## config.mk

```make
export PLATFORM = sky130hd
export DESIGN_NAME = enc_bus_master
export DESIGN_NICKNAME = d
export VERILOG_FILES = /design/src/rtl/enc_bus_pkg.sv /design/src/rtl/enc_phase_timer.sv /design/src/rtl/enc_beat_plan.sv /design/src/rtl/enc_byte_gather.sv /design/src/rtl/enc_bus_master.sv
export SDC_FILE = /design/constraint.sdc
export NUM_CORES = 1
export LEC_CHECK = 0
export BUFFER_PORTS_ARGS = -buffer_cell sky130_fd_sc_hd__buf_2
export CORE_MARGIN = 10
export CORE_UTILIZATION = 55
export DETAILED_ROUTE_END_ITERATION = 8
export PLACE_DENSITY = 0.86
export SYNTH_ARGS = -nofsm -noshare
export SYNTH_HDL_FRONTEND = slang
export SYNTH_SLANG_ARGS = --single-unit
```

## constraint.sdc

```tcl
create_clock -name clk_i -period 4.9 [get_ports clk_i]
set_input_delay 0.98 -clock clk_i [delete_from_list [all_inputs] [get_ports clk_i]]
set_output_delay 0.98 -clock clk_i [all_outputs]
set_load 0.03 [all_outputs]
```

## src/rtl/enc_bus_pkg.sv

```systemverilog
package enc_bus_pkg;
  typedef enum logic [1:0] {BEAT_CMD = 2'd0, BEAT_WR = 2'd1, BEAT_RD = 2'd2} beat_e;
  typedef enum logic [1:0] {S_IDLE = 2'd0, S_GAP = 2'd1, S_STRB = 2'd2} state_e;
  localparam logic [7:0] OP_LATCH   = 8'h10;
  localparam logic [7:0] OP_PRELOAD = 8'h08;
  localparam logic [7:0] OP_LOAD    = 8'h88;
endpackage

```

## src/rtl/enc_phase_timer.sv

```systemverilog
module enc_phase_timer #(
  parameter int GAP_W  = 2,
  parameter int STRB_W = 3
) (
  input  logic clk_i,
  input  logic rst_ni,
  input  logic en_i,
  input  logic strb_i,
  output logic end_o
);
  localparam int MAXW = (GAP_W > STRB_W) ? GAP_W : STRB_W;
  localparam int CNTW = $clog2(MAXW + 1);

  logic [CNTW-1:0] cnt_q;
  logic [CNTW-1:0] lim;

  assign lim   = strb_i ? CNTW'(STRB_W - 1) : CNTW'(GAP_W - 1);
  assign end_o = en_i && (cnt_q == lim);

  always_ff @(posedge clk_i or negedge rst_ni) begin
    if (!rst_ni) cnt_q <= '0;
    else if (!en_i || end_o) cnt_q <= '0;
    else cnt_q <= cnt_q + 1'b1;
  end


  tmr_lim_chk: assert property (@(posedge clk_i) disable iff (!rst_ni)
    (en_i && strb_i) |-> (cnt_q < CNTW'(STRB_W)));
endmodule

```

## src/rtl/enc_beat_plan.sv

```systemverilog
module enc_beat_plan
  import enc_bus_pkg::*;
#(
  parameter int CW = 24
) (
  input  logic          wr_i,
  input  logic [2:0]    idx_i,
  input  logic [CW-1:0] wdata_i,
  output beat_e         kind_o,
  output logic [7:0]    byte_o,
  output logic          last_o
);
  localparam int NB = CW / 8;

  logic [CW-1:0] shifted;
  assign shifted = wdata_i >> (8 * (int'(idx_i) - 1));

  always_comb begin
    kind_o = BEAT_CMD;
    byte_o = 8'h00;
    last_o = 1'b0;
    if (wr_i) begin
      if (idx_i == 3'd0) byte_o = OP_PRELOAD;
      else if (int'(idx_i) <= NB) begin
        kind_o = BEAT_WR;
        byte_o = shifted[7:0];
      end else begin
        byte_o = OP_LOAD;
        last_o = 1'b1;
      end
    end else begin
      if (idx_i == 3'd0) byte_o = OP_LATCH;
      else begin
        kind_o = BEAT_RD;
        last_o = (int'(idx_i) == NB);
      end
    end
  end
endmodule

```

## src/rtl/enc_byte_gather.sv

```systemverilog
module enc_byte_gather #(
  parameter int CW = 24,
  parameter int OW = 32
) (
  input  logic          clk_i,
  input  logic          rst_ni,
  input  logic          capture_i,
  input  logic          publish_i,
  input  logic [7:0]    byte_i,
  output logic [OW-1:0] value_o
);
  logic [CW-1:0] acc_q, acc_nxt;

  // bytes arrive low first, so shift in from the top
  assign acc_nxt = capture_i ? {byte_i, acc_q[CW-1:8]} : acc_q;

  always_ff @(posedge clk_i or negedge rst_ni) begin
    if (!rst_ni) begin
      acc_q   <= '0;
      value_o <= '0;
    end else begin
      acc_q <= acc_nxt;
      if (publish_i) value_o <= {{(OW-CW){acc_nxt[CW-1]}}, acc_nxt};
    end
  end
endmodule

```

## src/rtl/enc_bus_master.sv

```systemverilog
module enc_bus_master
  import enc_bus_pkg::*;
#(
  parameter int GAP_W  = 2,
  parameter int STRB_W = 3,
  parameter int N_AXES = 4,
  parameter int CW     = 24,
  parameter int OW     = 32
) (
  input  logic                      clk_i,
  input  logic                      rst_ni,
  input  logic                      req_i,
  input  logic                      req_write_i,
  input  logic [$clog2(N_AXES)-1:0] req_axis_i,
  input  logic [CW-1:0]             req_data_i,
  output logic                      busy_o,
  output logic                      done_o,
  output logic [OW-1:0]             rd_data_o,
  output logic                      bus_cmd_o,
  output logic                      bus_rd_no,
  output logic                      bus_wr_no,
  output logic [$clog2(N_AXES)-1:0] bus_addr_o,
  output logic [7:0]                bus_d_o,
  output logic                      bus_d_oe_o,
  input  logic [7:0]                bus_d_i
);
  localparam int AXW = $clog2(N_AXES);

  state_e        state_q;
  logic [2:0]    beat_q;
  logic [AXW-1:0] axis_q, init_axis_q;
  logic          wr_q, user_q, init_q, done_q;
  logic [CW-1:0] data_q;

  beat_e         kind;
  logic [7:0]    beat_byte;
  logic          last, tmr_end, act, strb_end;

  enc_beat_plan #(.CW(CW)) u_plan (
    .wr_i(wr_q), .idx_i(beat_q), .wdata_i(data_q),
    .kind_o(kind), .byte_o(beat_byte), .last_o(last)
  );

  enc_phase_timer #(.GAP_W(GAP_W), .STRB_W(STRB_W)) u_tmr (
    .clk_i(clk_i), .rst_ni(rst_ni), .en_i(act),
    .strb_i(state_q == S_STRB), .end_o(tmr_end)
  );

  enc_byte_gather #(.CW(CW), .OW(OW)) u_gather (
    .clk_i(clk_i), .rst_ni(rst_ni),
    .capture_i(strb_end && kind == BEAT_RD),
    .publish_i(strb_end && last && !wr_q),
    .byte_i(bus_d_i), .value_o(rd_data_o)
  );

  assign act      = (state_q != S_IDLE);
  assign strb_end = (state_q == S_STRB) && tmr_end;

  always_ff @(posedge clk_i or negedge rst_ni) begin
    if (!rst_ni) begin
      state_q     <= S_IDLE;
      beat_q      <= '0;
      axis_q      <= '0;
      init_axis_q <= '0;
      wr_q        <= 1'b0;
      user_q      <= 1'b0;
      init_q      <= 1'b1;
      done_q      <= 1'b0;
      data_q      <= '0;
    end else begin
      done_q <= 1'b0;
      unique case (state_q)
        S_IDLE: begin
          beat_q <= '0;
          if (init_q) begin
            state_q <= S_GAP;
            wr_q    <= 1'b1;
            axis_q  <= init_axis_q;
            data_q  <= '0;
            user_q  <= 1'b0;
          end else if (req_i) begin
            state_q <= S_GAP;
            wr_q    <= req_write_i;
            axis_q  <= req_axis_i;
            data_q  <= req_data_i;
            user_q  <= 1'b1;
          end
        end
        S_GAP: if (tmr_end) state_q <= S_STRB;
        S_STRB: if (tmr_end) begin
          if (last) begin
            state_q <= S_IDLE;
            done_q  <= user_q;
            if (!user_q) begin
              if (init_axis_q == AXW'(N_AXES - 1)) init_q <= 1'b0;
              else init_axis_q <= init_axis_q + 1'b1;
            end
          end else begin
            state_q <= S_GAP;
            beat_q  <= beat_q + 3'd1;
          end
        end
        default: state_q <= S_IDLE;
      endcase
    end
  end

  assign busy_o     = act || init_q;
  assign done_o     = done_q;
  assign bus_addr_o = act ? axis_q : '0;
  assign bus_cmd_o  = act && (kind == BEAT_CMD);
  assign bus_d_oe_o = act && (kind != BEAT_RD);
  assign bus_d_o    = bus_d_oe_o ? beat_byte : 8'h00;
  assign bus_wr_no  = !((state_q == S_STRB) && (kind != BEAT_RD));
  assign bus_rd_no  = !((state_q == S_STRB) && (kind == BEAT_RD));


  strobe_excl_chk: assert property (@(posedge clk_i) disable iff (!rst_ni)
    !(!bus_rd_no && !bus_wr_no));

  rd_release_chk: assert property (@(posedge clk_i) disable iff (!rst_ni)
    $fell(bus_rd_no) |-> (!bus_d_oe_o && !$past(bus_d_oe_o)));

  idle_quiet_chk: assert property (@(posedge clk_i) disable iff (!rst_ni)
    !busy_o |-> (bus_rd_no && bus_wr_no && !bus_d_oe_o && bus_addr_o == '0));

  done_pulse_chk: assert property (@(posedge clk_i) disable iff (!rst_ni)
    done_o |=> !done_o);

  addr_hold_chk: assert property (@(posedge clk_i) disable iff (!rst_ni)
    ((!bus_rd_no || !bus_wr_no) && $past(!bus_rd_no || !bus_wr_no)) |-> $stable(bus_addr_o));

  wr_data_stable_chk: assert property (@(posedge clk_i) disable iff (!rst_ni)
    (!bus_wr_no && $past(!bus_wr_no)) |-> ($stable(bus_d_o) && $stable(bus_cmd_o)));
endmodule

```

==> flow_summary_export.csv, run 1 <==
group,metric,value,unit
outcome,outcome,"complete, no violations",
timing,setup_viol,0,
yosys,syn_area_per_cell,12.75,um2
final_layout,fin_area,4442,um2
setup_path,worstSetupStartpointType,"flip-flop",
drt,firstDrtPassIters,4,
final_layout,nets,415,
timing,fmax,277.3,MHz
timing,rsz0062_at_grt,"false",
cts,cts_tree,"built",
worst_hold_path,hp-class,"flip-flop to flip-flop",
run,maxCapViolCount,0,
setup_path,critPathBufInv,2,
timing,slew_violations,0,
timing,min_period,3606,ps
cts,htree_levels,3,
yosys,ys_ff_latch,87,
cts,hold_buffers,0,
setup_path,cp_cell_sequence,"inv_1 > ha_1 > mux2_2 > a32oi_1 > a21oi_1 > o21a_1 > buf_2",
setup_path,path_delay_family,"adder cells",
floorplan,die-area,10660,um2
pwr,peakVddDrop,0.0002799,V
cts,clk_latency,350,ps
grt,overflow,0,
yosys,synth_top_area_cell,"dfrtp_1",
final_layout,nFillCells,521,
setup_path,critPathMaxStageDelay,610,ps
placed_design,numPortBuffers,85,
yosys,ys.flop_type,"dfrtp_1",
floorplan,rows,30,
cts,cts_buffer_depth,2,
pwr,power_density,458.6,nW/um2
yosys,synth_cell_types,42,
yosys,synth_edf_count,0,
cts,clock_sinks,87,
placed_design,place.gp.congestion,0.9005,
drt,drc,0,
pwr,combinationalPowerShare,24.9,%
pwr,clkPwrFrac,26.8,%
floorplan,die_y,103.2,um
yosys,seq_area_frac_synth,57.16,%
floorplan,io_pins,86,
timing,worstMarginPinSlew,1209,ps
pwr,p_seq_share,48.3,%
drt,wl_per_cell,17.48,um
setup_path,crit_type,"flip-flop to output pin",
floorplan,fp.dieW,103.2,um
floorplan,design.core.area,6756,um2
yosys,synthTopCellsByArea,"dfrtp_1 (56%), mux2_2 (14%), a22o_1 (5.7%)",
timing,tns,0,ps
yosys,async_flop_share,100.0,%
drt,drtIter0Drc,102,
final_layout,n_antenna_cell,0,
timing,finalHoldViolCount,0,
cts,post_cts_buffers,0,
yosys,synthCells,299,
pwr,power.switching,671.8,uW
final_layout,multi_input_area,1480,um2
cts,numCtsBuffers,9,
drt,ant_nets,0,
cts,postCtsResizedCells,0,
yosys,syn_area,3811,um2
final_layout,seq_area,2178,um2
yosys,synthDominantCellAreaShare,56.47,%
yosys,syn_nets,342,
grt,grt_pass1_vias,2617,
grt,grt_max_degree,88,
yosys,yosysWarnings,0,
final_layout,area_growth,16.55,%
setup_path,cp.required,3920,ps
grt,antenna_found_initial,0,
drt,vias,2589,
setup_path,worstSetupEndpointType,"output pin",
grt,grt_pass1_wl,12.90,mm
pwr,p_leak,0.002244,uW
placed_design,placed_area,4220,um2
grt,grt.total_usage,15.38,%
drt,viasPerCell,5.665,
pwr,power,2037,uW
timing,finClkSkew,7.507,ps
setup_path,critical_path_arrival,2630,ps
final_layout,drive_gt1_share,41.91,%
floorplan,start_util,56.41,%
placed_design,dp_hpwl,5.892,mm
cts,cts.reportedPaths.clkPinSlew,90,ps
pwr,netSwitchingFraction,32.97,%
cts,cts_root_buf,"clkbuf_8",
setup_path,critical_path.max_fanout,12,
setup_path,rrSetupSlack,2000,ps
setup_path,slowest_stage,"ha_1",
drt,drt_wl_total,7.990,mm
timing,finalCritPeriodShare,73.60,%
pwr,p_int,1365,uW
timing,relSlewSlack,19.41,%
[placed cells by master, fill, tap and decap left out, types with 3 or more instances in the layout]
master / n
dfrtp_1: 86
buf_2: 84
mux2_2: 48
a22o_1: 25
nor2_1: 20
a21oi_1: 12
mux2i_1: 9
clkbuf_8: 9
inv_1: 7
nor2b_1: 7
nand2_1: 7
o21ai_0: 6
ha_1: 5
and2_1: 3
nor3_1: 3
o22ai_1: 3
[stage by stage]
| step | utilization (%) | std cells | setup slack [ps] | hold slack, ps |
|---|---|---|---|---|
| 6_report | 65.74 | 457 | 1294 | 504.3 |
| 5_1_grt | 65.74 | 457 | 1100 | 523.1 |
| 4_1_cts | 65.74 | 457 | 1296 | 508.6 |
| 3_5_place_dp | 62.46 | 441 | 1693 | 487.5 |
| 3_3_place_gp | 62.46 | 441 | 1761 | 478.8 |
| 2_1_floorplan | - | 299 | 1424 | 442.2 |
[worst paths after layout]
kind / depth (start not counted) / startpoint / end
setup / recovery: 7 / beat_q[0] / bus_d_o[4]
hold / removal: 1 / u_gather.acc_q[1] / u_gather.acc_q[1]
setup reg to reg: 6 / beat_q[0] / u_gather.value_o[23]
hold reg to reg: 1 / u_gather.acc_q[1] / u_gather.acc_q[1]
max in group asynchronous: 1 / rst_ni / u_gather.value_o[3]
min in group asynchronous: 1 / rst_ni / u_gather.acc_q[20]
[logic make-up after synthesis]
group,Yosys count,synth area share [%]
mux,59,17.24
simple gates,53,7.452
compound gates,62,11.79
flops,87,57.16
buf+inv,31,4.268
fa+ha+maj,5,1.641
xor+xnor,2,0.4597
[flip-flops by register name (all words and copies together) (netlist names)]
register / cells
state_q: 2
wr_q: 1
user_q: 1
u_tmr.cnt_q: 2
data_q: 24
axis_q: 2
u_gather.acc_q: 24
u_gather.value_o: 24
done_o: 1
init_axis_q: 2
init_q: 1
beat_q: 3
[cell usage after synthesis (3+ instances only)]
cell,number
dfrtp_1,86
mux2_2,48
a22o_1,25
nor2_1,20
a21oi_1,12
buf_4,11
clkbuf_1,9
mux2i_1,9
inv_1,7
nand2_1,7
nor2b_1,7
o21ai_0,7
ha_1,5
buf_2,4
and2_1,3
nor3_1,3
o22ai_1,3
[cell type report]
type | count | area share, %
clock buffers | 10 | 2.873
clock inverters | 6 | 2.113
inverters | 7 | 0.5915
multi-input cells | 181 | 33.32
flip-flops and latches | 87 | 49.04
well taps | 80 | 2.254
repair buffers | 86 | 9.803
[routing by layer]
metal | GRT usage, % | up-vias | part of all wire (%)
li1 | - | 1213 | -
met1 | 18.22 | 1288 | 40
met2 | 26.82 | 75 | 53
met3 | 2.791 | 13 | 5.0
met4 | 6.524 | 0 | 2.0
met5 | 0 | - | 0
[power groups by stage]
stage	Clock, uW	Sequential [uW]	Combinational (uW)
finish	547	984	507
global route	592	1000	559
CTS	556	984	512
detailed placement	0	996	509
global placement	0	988	493
floorplan	0	931	407
Power figures use the tool's default switching activity.
==> run 2, diff against run 1 <==
--- a/config.mk
+++ b/config.mk
@@ -7,9 +7,9 @@
 export LEC_CHECK = 0
 export BUFFER_PORTS_ARGS = -buffer_cell sky130_fd_sc_hd__buf_2
 export CORE_MARGIN = 10
-export CORE_UTILIZATION = 55
+export CORE_UTILIZATION = 54
 export DETAILED_ROUTE_END_ITERATION = 8
-export PLACE_DENSITY = 0.86
+export PLACE_DENSITY = 0.85
 export SYNTH_ARGS = -nofsm -noshare
 export SYNTH_HDL_FRONTEND = slang
 export SYNTH_SLANG_ARGS = --single-unit
==> constraint.sdc (replaced) <==
create_clock -name clk_i -period 3.5 [get_ports clk_i]
set_input_delay 0.7 -clock clk_i [delete_from_list [all_inputs] [get_ports clk_i]]
set_output_delay 0.7 -clock clk_i [all_outputs]
set_load 0.03 [all_outputs]
==> run 2 against run 1 <==
  * First-iteration DRC count increased by 36%
  * Routed wire length shrank 0.24%
  * Combinational power increased by 43%
  * Critical path type unchanged
  * Largest power group unchanged
  * Sequential cell count did not move
  * Total power increased by 37%
==> flow_summary_export.csv, run 2 (synthesis gave the netlist of run 1 again) <==
group,metric,value,unit
final_layout,fin_util,65.33,%
worst_hold_path,worst_hold_path.endpoint,"axis_q[1]",
timing,worstMarginPinSlew,1044,ps
timing,setup_viol,0,
cts,cts_tree,"built",
cts,clk_latency,350,ps
drt,drtIter0Drc,139,
pwr,p_leak,0.002248,uW
setup_path,crit_type,"flip-flop to output pin",
drt,firstDrtPassIters,4,
final_layout,nets,418,
worst_hold_path,hp-class,"flip-flop to flip-flop",
final_layout,multi_input_area,1483,um2
timing,relSlewSlack,30.39,%
timing,slew_violations,0,
grt,grt_max_degree,88,
run,maxCapViolCount,0,
drt,viasPerCell,5.363,
pwr,clkPwrFrac,25.1,%
placed_design,numPortBuffers,85,
setup_path,path_delay_family,"simple AND/OR/NAND/NOR gates",
pwr,p_int,1862,uW
setup_path,r2r_start,"beat_q[0]",
timing,finalHoldViolCount,0,
pwr,p_seq_share,48.9,%
floorplan,design.core.area,6832,um2
placed_design,dp_hpwl,5.859,mm
drt,drt_wl_total,7.971,mm
setup_path,worstSetupStartpoint,"beat_q[0]",
grt,overflow,0,
setup_path,critical_path_arrival,2570,ps
pwr,power,2796,uW
floorplan,fp.dieW,104.0,um
final_layout,area_growth,17.10,%
outcome,outcome,"complete, no violations",
setup_path,worstSetupStartpointType,"flip-flop",
setup_path,rr_endpoint,"u_gather.value_o[5]",
timing,rsz0062_at_grt,"false",
cts,cts_root_buf,"clkbuf_8",
final_layout,final_cell_mix,"dfrtp_1 (86), buf_2 (84), mux2_2 (48)",
cts,hold_buffers,0,
cts,numCtsBuffers,9,
drt,drc,0,
placed_design,dp.cells,460,
worst_hold_path,holdCritStartpoint,"axis_q[1]",
timing,fmax,305.4,MHz
final_layout,fin_cells,476,
setup_path,cpMostUsedCell,"nor2_1",
floorplan,rows,30,
grt,grt.total_usage,14.78,%
final_layout,reg.largest.list,"data_q x24, u_gather.acc_q x24, u_gather.value_o x24",
timing,min_period,3274,ps
pwr,peakVddDrop,0.0003961,V
cts,htree_levels,3,
setup_path,worstSetupEndpointType,"output pin",
setup_path,critPathMaxStageDelay,570,ps
cts,cts.reportedPaths.clkPinSlew,80,ps
final_layout,drive_gt1_share,42.37,%
floorplan,start_util,55.79,%
grt,antenna_found_initial,0,
grt,grt_pass1_vias,2659,
final_layout,n_antenna_cell,0,
timing,setup_slack,225.9,ps
setup_path,slowest_stage,"nor2b_1",
setup_path,reg2reg_depth,7,
drt,ant_nets,0,
pwr,combinationalPowerShare,26.0,%
drt,wl_per_cell,16.75,um
cts,clock_sinks,87,
drt,vias,2553,
placed_design,place.gp.congestion,0.9066,
final_layout,nFillCells,542,
pwr,netSwitchingFraction,33.41,%
pwr,power_density,626.5,nW/um2
setup_path,rrSetupSlack,840,ps
pwr,power.switching,934.2,uW
setup_path,cp_cell_sequence,"inv_1 > ha_2 > nor2b_1 > nor2_1 > nor2_1 > o21a_1 > buf_2",
timing,finClkSkew,7.586,ps
floorplan,die-area,10820,um2
setup_path,cp.required,2800,ps
final_layout,seq_area,2178,um2
floorplan,die_y,104.0,um
setup_path,critical_path.max_fanout,12,
grt,grt_pass1_wl,13.21,mm
final_layout,final_common_cell,"dfrtp_1",
timing,tns,0,ps
floorplan,io_pins,86,
cts,cts_buffer_depth,2,
placed_design,dp_slack,551.3,ps
worst_hold_path,whs_path_depth,2,
timing,finalCritPeriodShare,93.55,%
setup_path,critPathBufInv,2,
[run 2: changes by cell type in the layout (fill, tap and decap cells not counted), sizes merged]
| cell | previous run | this run |
|---|---|---|
| buf | 86 | 89 |
| bufinv | 2 | 1 |
| clkbuf | 10 | 12 |
| clkinv | 3 | 1 |
| inv | 8 | 9 |
[run 2: final cells by class]
type / instances / area share (%)
clock buffers: 12 / 3.252
clock inverters: 4 / 1.177
inverters: 7 / 0.5887
multi-input cells: 181 / 33.22
flip-flops and latches: 87 / 48.81
well taps: 96 / 2.691
repair buffers: 89 / 10.26
[run 2: power by group through the flow]
stage                     clock network [uW]  logic [uW]  registers [uW]
after floorplan                            0         570            1300
after global placement                     0         706            1380
after detailed placement                   0         731            1390
after CTS                                716         733            1370
after global routing                     752         799            1390
final                                    701         727            1370
[run 2: per-layer routing]
layer  part of all wire [%]  vias up  routed length [um]  track usage (%)
met2                     49       72                3883            23.87
met3                    4.8       16                 379            3.160
li1                       -     1218                   -                -
met5                      0        -                   0                0
met4                    2.3        0                 185            7.058
met1                     44     1247                3523            18.42
[run 2: what timing repair did]
item                                    in CTS  in global routing
setup buffers                                0                  0
resized for setup                            0                  1
endpoints found under the setup margin       0                  1
[run 2: stage by stage]
step,hold WS [ps],instance area (um2)
after global routing,517.5,4463
after detailed placement,463.6,4263
after CTS,481.0,4461
after global placement,459.6,4263
after floorplan,404.4,3811
final,478.1,4463
[run 2: worst max path at each step]
stage          depth (start not counted)          to
2_1_floorplan                          8  bus_d_o[7]
4_1_cts                                7  bus_d_o[6]
5_1_grt                                7  bus_d_o[4]
3_5_place_dp                           7  bus_d_o[6]
3_3_place_gp                           7  bus_d_o[4]
6_report                               7  bus_d_o[4]
[run 2: worst min-delay path, stage by stage (launching register included)]
cell	delay, ps
dfrtp_1	340
nand2_1	40
o21ai_0	60
==> run 3, diff against run 2 <==
--- a/config.mk
+++ b/config.mk
@@ -10,6 +10,7 @@
 export CORE_UTILIZATION = 54
 export DETAILED_ROUTE_END_ITERATION = 8
 export PLACE_DENSITY = 0.85
+export SETUP_SLACK_MARGIN = 0.5
 export SYNTH_ARGS = -nofsm -noshare
 export SYNTH_HDL_FRONTEND = slang
 export SYNTH_SLANG_ARGS = --single-unit
==> run 3 against run 2 <==
  * Sequential cell count unchanged
  * Non-clock buffer count increased by 4
  * Worst setup slack improved by 360 ps
  * Die area unchanged
  * Largest power group unchanged
  * Combinational power increased by 2%
  * Worst hold slack improved by 8.8 ps
  * Utilization increased by 0.88 points
  * Fmax increased by 12%
  * Final cell count increased by 0.63%
  * Critical path depth decreased by 1
  * Count of clock-buffer cells in the layout decreased by 2
==> flow_summary_export.csv, run 3 (synthesis gave the netlist of run 1 again) <==
group,metric,value,unit
cts,clock_sinks,87,
timing,finalCritPeriodShare,83.40,%
floorplan,rows,30,
final_layout,reg.largest.list,"data_q x24, u_gather.acc_q x24, u_gather.value_o x24",
floorplan,design.core.area,6832,um2
drt,drt_wl_total,8.118,mm
drt,drtIter0Drc,122,
setup_path,critical_path.max_fanout,6,
cts,htree_levels,3,
setup_path,worstSetupStartpointType,"flip-flop",
pwr,combinationalPowerShare,26.7,%
drt,ant_nets,0,
floorplan,die_y,104.0,um
timing,rsz0062_at_grt,"false",
cts,cts_root_buf,"clkbuf_8",
setup_path,critical_path_arrival,2220,ps
timing,setup_slack,581.0,ps
timing,tns,0,ps
pwr,p_leak,0.002260,uW
drt,firstDrtPassIters,4,
cts,cts_buffer_depth,2,
placed_design,place.gp.congestion,0.8551,
pwr,power_density,613.4,nW/um2
setup_path,cpMostUsedCell,"ha_1",
setup_path,crit_type,"flip-flop to output pin",
floorplan,die-area,10820,um2
grt,overflow,0,
setup_path,cp_cell_sequence,"ha_1 > ha_1 > o31ai_1 > a21o_1 > nor2_2 > buf_2",
final_layout,n_antenna_cell,0,
floorplan,fp.dieW,104.0,um
grt,grt_pass1_vias,2723,
final_layout,nets,422,
grt,grt.total_usage,14.78,%
setup_path,critPathMaxStageDelay,460,ps
final_layout,final_cell_mix,"dfrtp_1 (84), buf_2 (84), mux2_2 (48)",
outcome,outcome,"complete, no violations",
timing,fmax,342.6,MHz
grt,grt_max_degree,88,
timing,hold_ws,486.8,ps
cts,hold_buffers,0,
floorplan,io_pins,86,
placed_design,numPortBuffers,85,
pwr,p_int,1849,uW
setup_path,slowest_stage,"dfrtp_2",
timing,relSlewSlack,30.98,%
timing,finClkSkew,8.340,ps
setup_path,worstSetupEndpointType,"output pin",
cts,numCtsBuffers,9,
drt,viasPerCell,5.405,
placed_design,dp_slack,515.2,ps
final_layout,drive_gt1_share,46.21,%
drt,vias,2589,
pwr,netSwitchingFraction,33.37,%
grt,antenna_found_initial,0,
setup_path,cp.required,2800,ps
pwr,power.switching,925.6,uW
cts,clk_latency,340,ps
pwr,clkPwrFrac,23.9,%
cts,cts_tree,"built",
pwr,p_seq_share,49.4,%
cts,cts.reportedPaths.clkPinSlew,80,ps
placed_design,dp_hpwl,5.812,mm
final_layout,area_growth,18.68,%
grt,grt_pass1_wl,13.30,mm
timing,min_period,2919,ps
timing,worstMarginPinSlew,1035,ps
floorplan,start_util,55.79,%
timing,setup_viol,0,
drt,wl_per_cell,16.95,um
drt,drc,0,
pwr,peakVddDrop,0.0003714,V
timing,finalHoldViolCount,0,
worst_hold_path,hp-class,"flip-flop to flip-flop",
timing,slew_violations,0,
run,maxCapViolCount,0,
setup_path,rrSetupSlack,970,ps
run 3: cell types whose count changed in the layout (fill, tap and decap cells not counted), moves of 2 or more:
cell / before / now
dfrtp_2: 0 / 2
nor2_2: 0 / 5
nor2b_1: 7 / 5
nor2b_2: 0 / 2
clkinv_4: 0 / 2
clkinvlp_4: 0 / 2
inv_6: 2 / 0
dfrtp_1: 86 / 84
nor2_1: 20 / 15
buf_4: 5 / 9
run 3: critical path, delay by kind of cell, from the launching register on:
| family | cells | cell delay, ps |
|---|---|---|
| flops | 1 | 460 |
| fa+ha+maj | 2 | 480 |
| buf+inv | 1 | 180 |
| simple gates | 1 | 70 |
| compound gates | 2 | 670 |
run 3: stage by stage:
stage | instances | utilization (%) | cell area [um2] | power (uW)
floorplan | 299 | - | 3829 | 1876
global placement | 460 | 62.66 | 4280 | 2078
detailed placement | 460 | 62.66 | 4280 | 2107
CTS | 476 | 65.82 | 4497 | 2781
global route | 479 | 66.21 | 4523 | 2933
finish | 479 | 66.21 | 4523 | 2774
run 3: what timing repair did:
| item | CTS | global route |
|---|---|---|
| setup buffers | 1 | 3 |
| resized for setup | 6 | 3 |
| endpoints found under the setup margin | 12 | 8 |
| pin swaps | 0 | 1 |
run 3: worst paths after layout:
check | from | end | cells past startpoint
max in group asynchronous | rst_ni | beat_q[1] | 1
worst max-delay path | beat_q[0] | bus_d_o[0] | 6
worst min-delay path | axis_q[0] | axis_q[0] | 2
min in group asynchronous | rst_ni | u_gather.acc_q[20] | 1
worst min register to register | axis_q[0] | axis_q[0] | 2
worst max register to register | beat_q[0] | u_gather.value_o[4] | 7
run 3: cell type report:
class / instances / area, um2
tap: 96 / 120.1
timing repair buffer: 93 / 488.0
clock buffer: 10 / 127.6
sequential: 87 / 2181
fill: 534 / 2308
clock inverter: 5 / 60.06
multi-input combinational: 181 / 1516
inverter: 7 / 30.03
run 3: power by group through the flow:
stage               registers (uW)  clock network (uW)  logic (uW)
global placement              1380                   0         700
global route                  1400                 729         808
floorplan                     1300                   0         572
CTS                           1360                 681         736
detailed placement            1380                   0         725
finish                        1370                 663         741
run 3: metal layers:
metal / global-route usage, % / up-vias / routed length [um]
met5: 0 / - / 0
li1: - / 1221 / -
met3: 3.532 / 12 / 490
met4: 7.455 / 0 / 178
met1: 17.49 / 1267 / 3476
met2: 24.50 / 89 / 3972
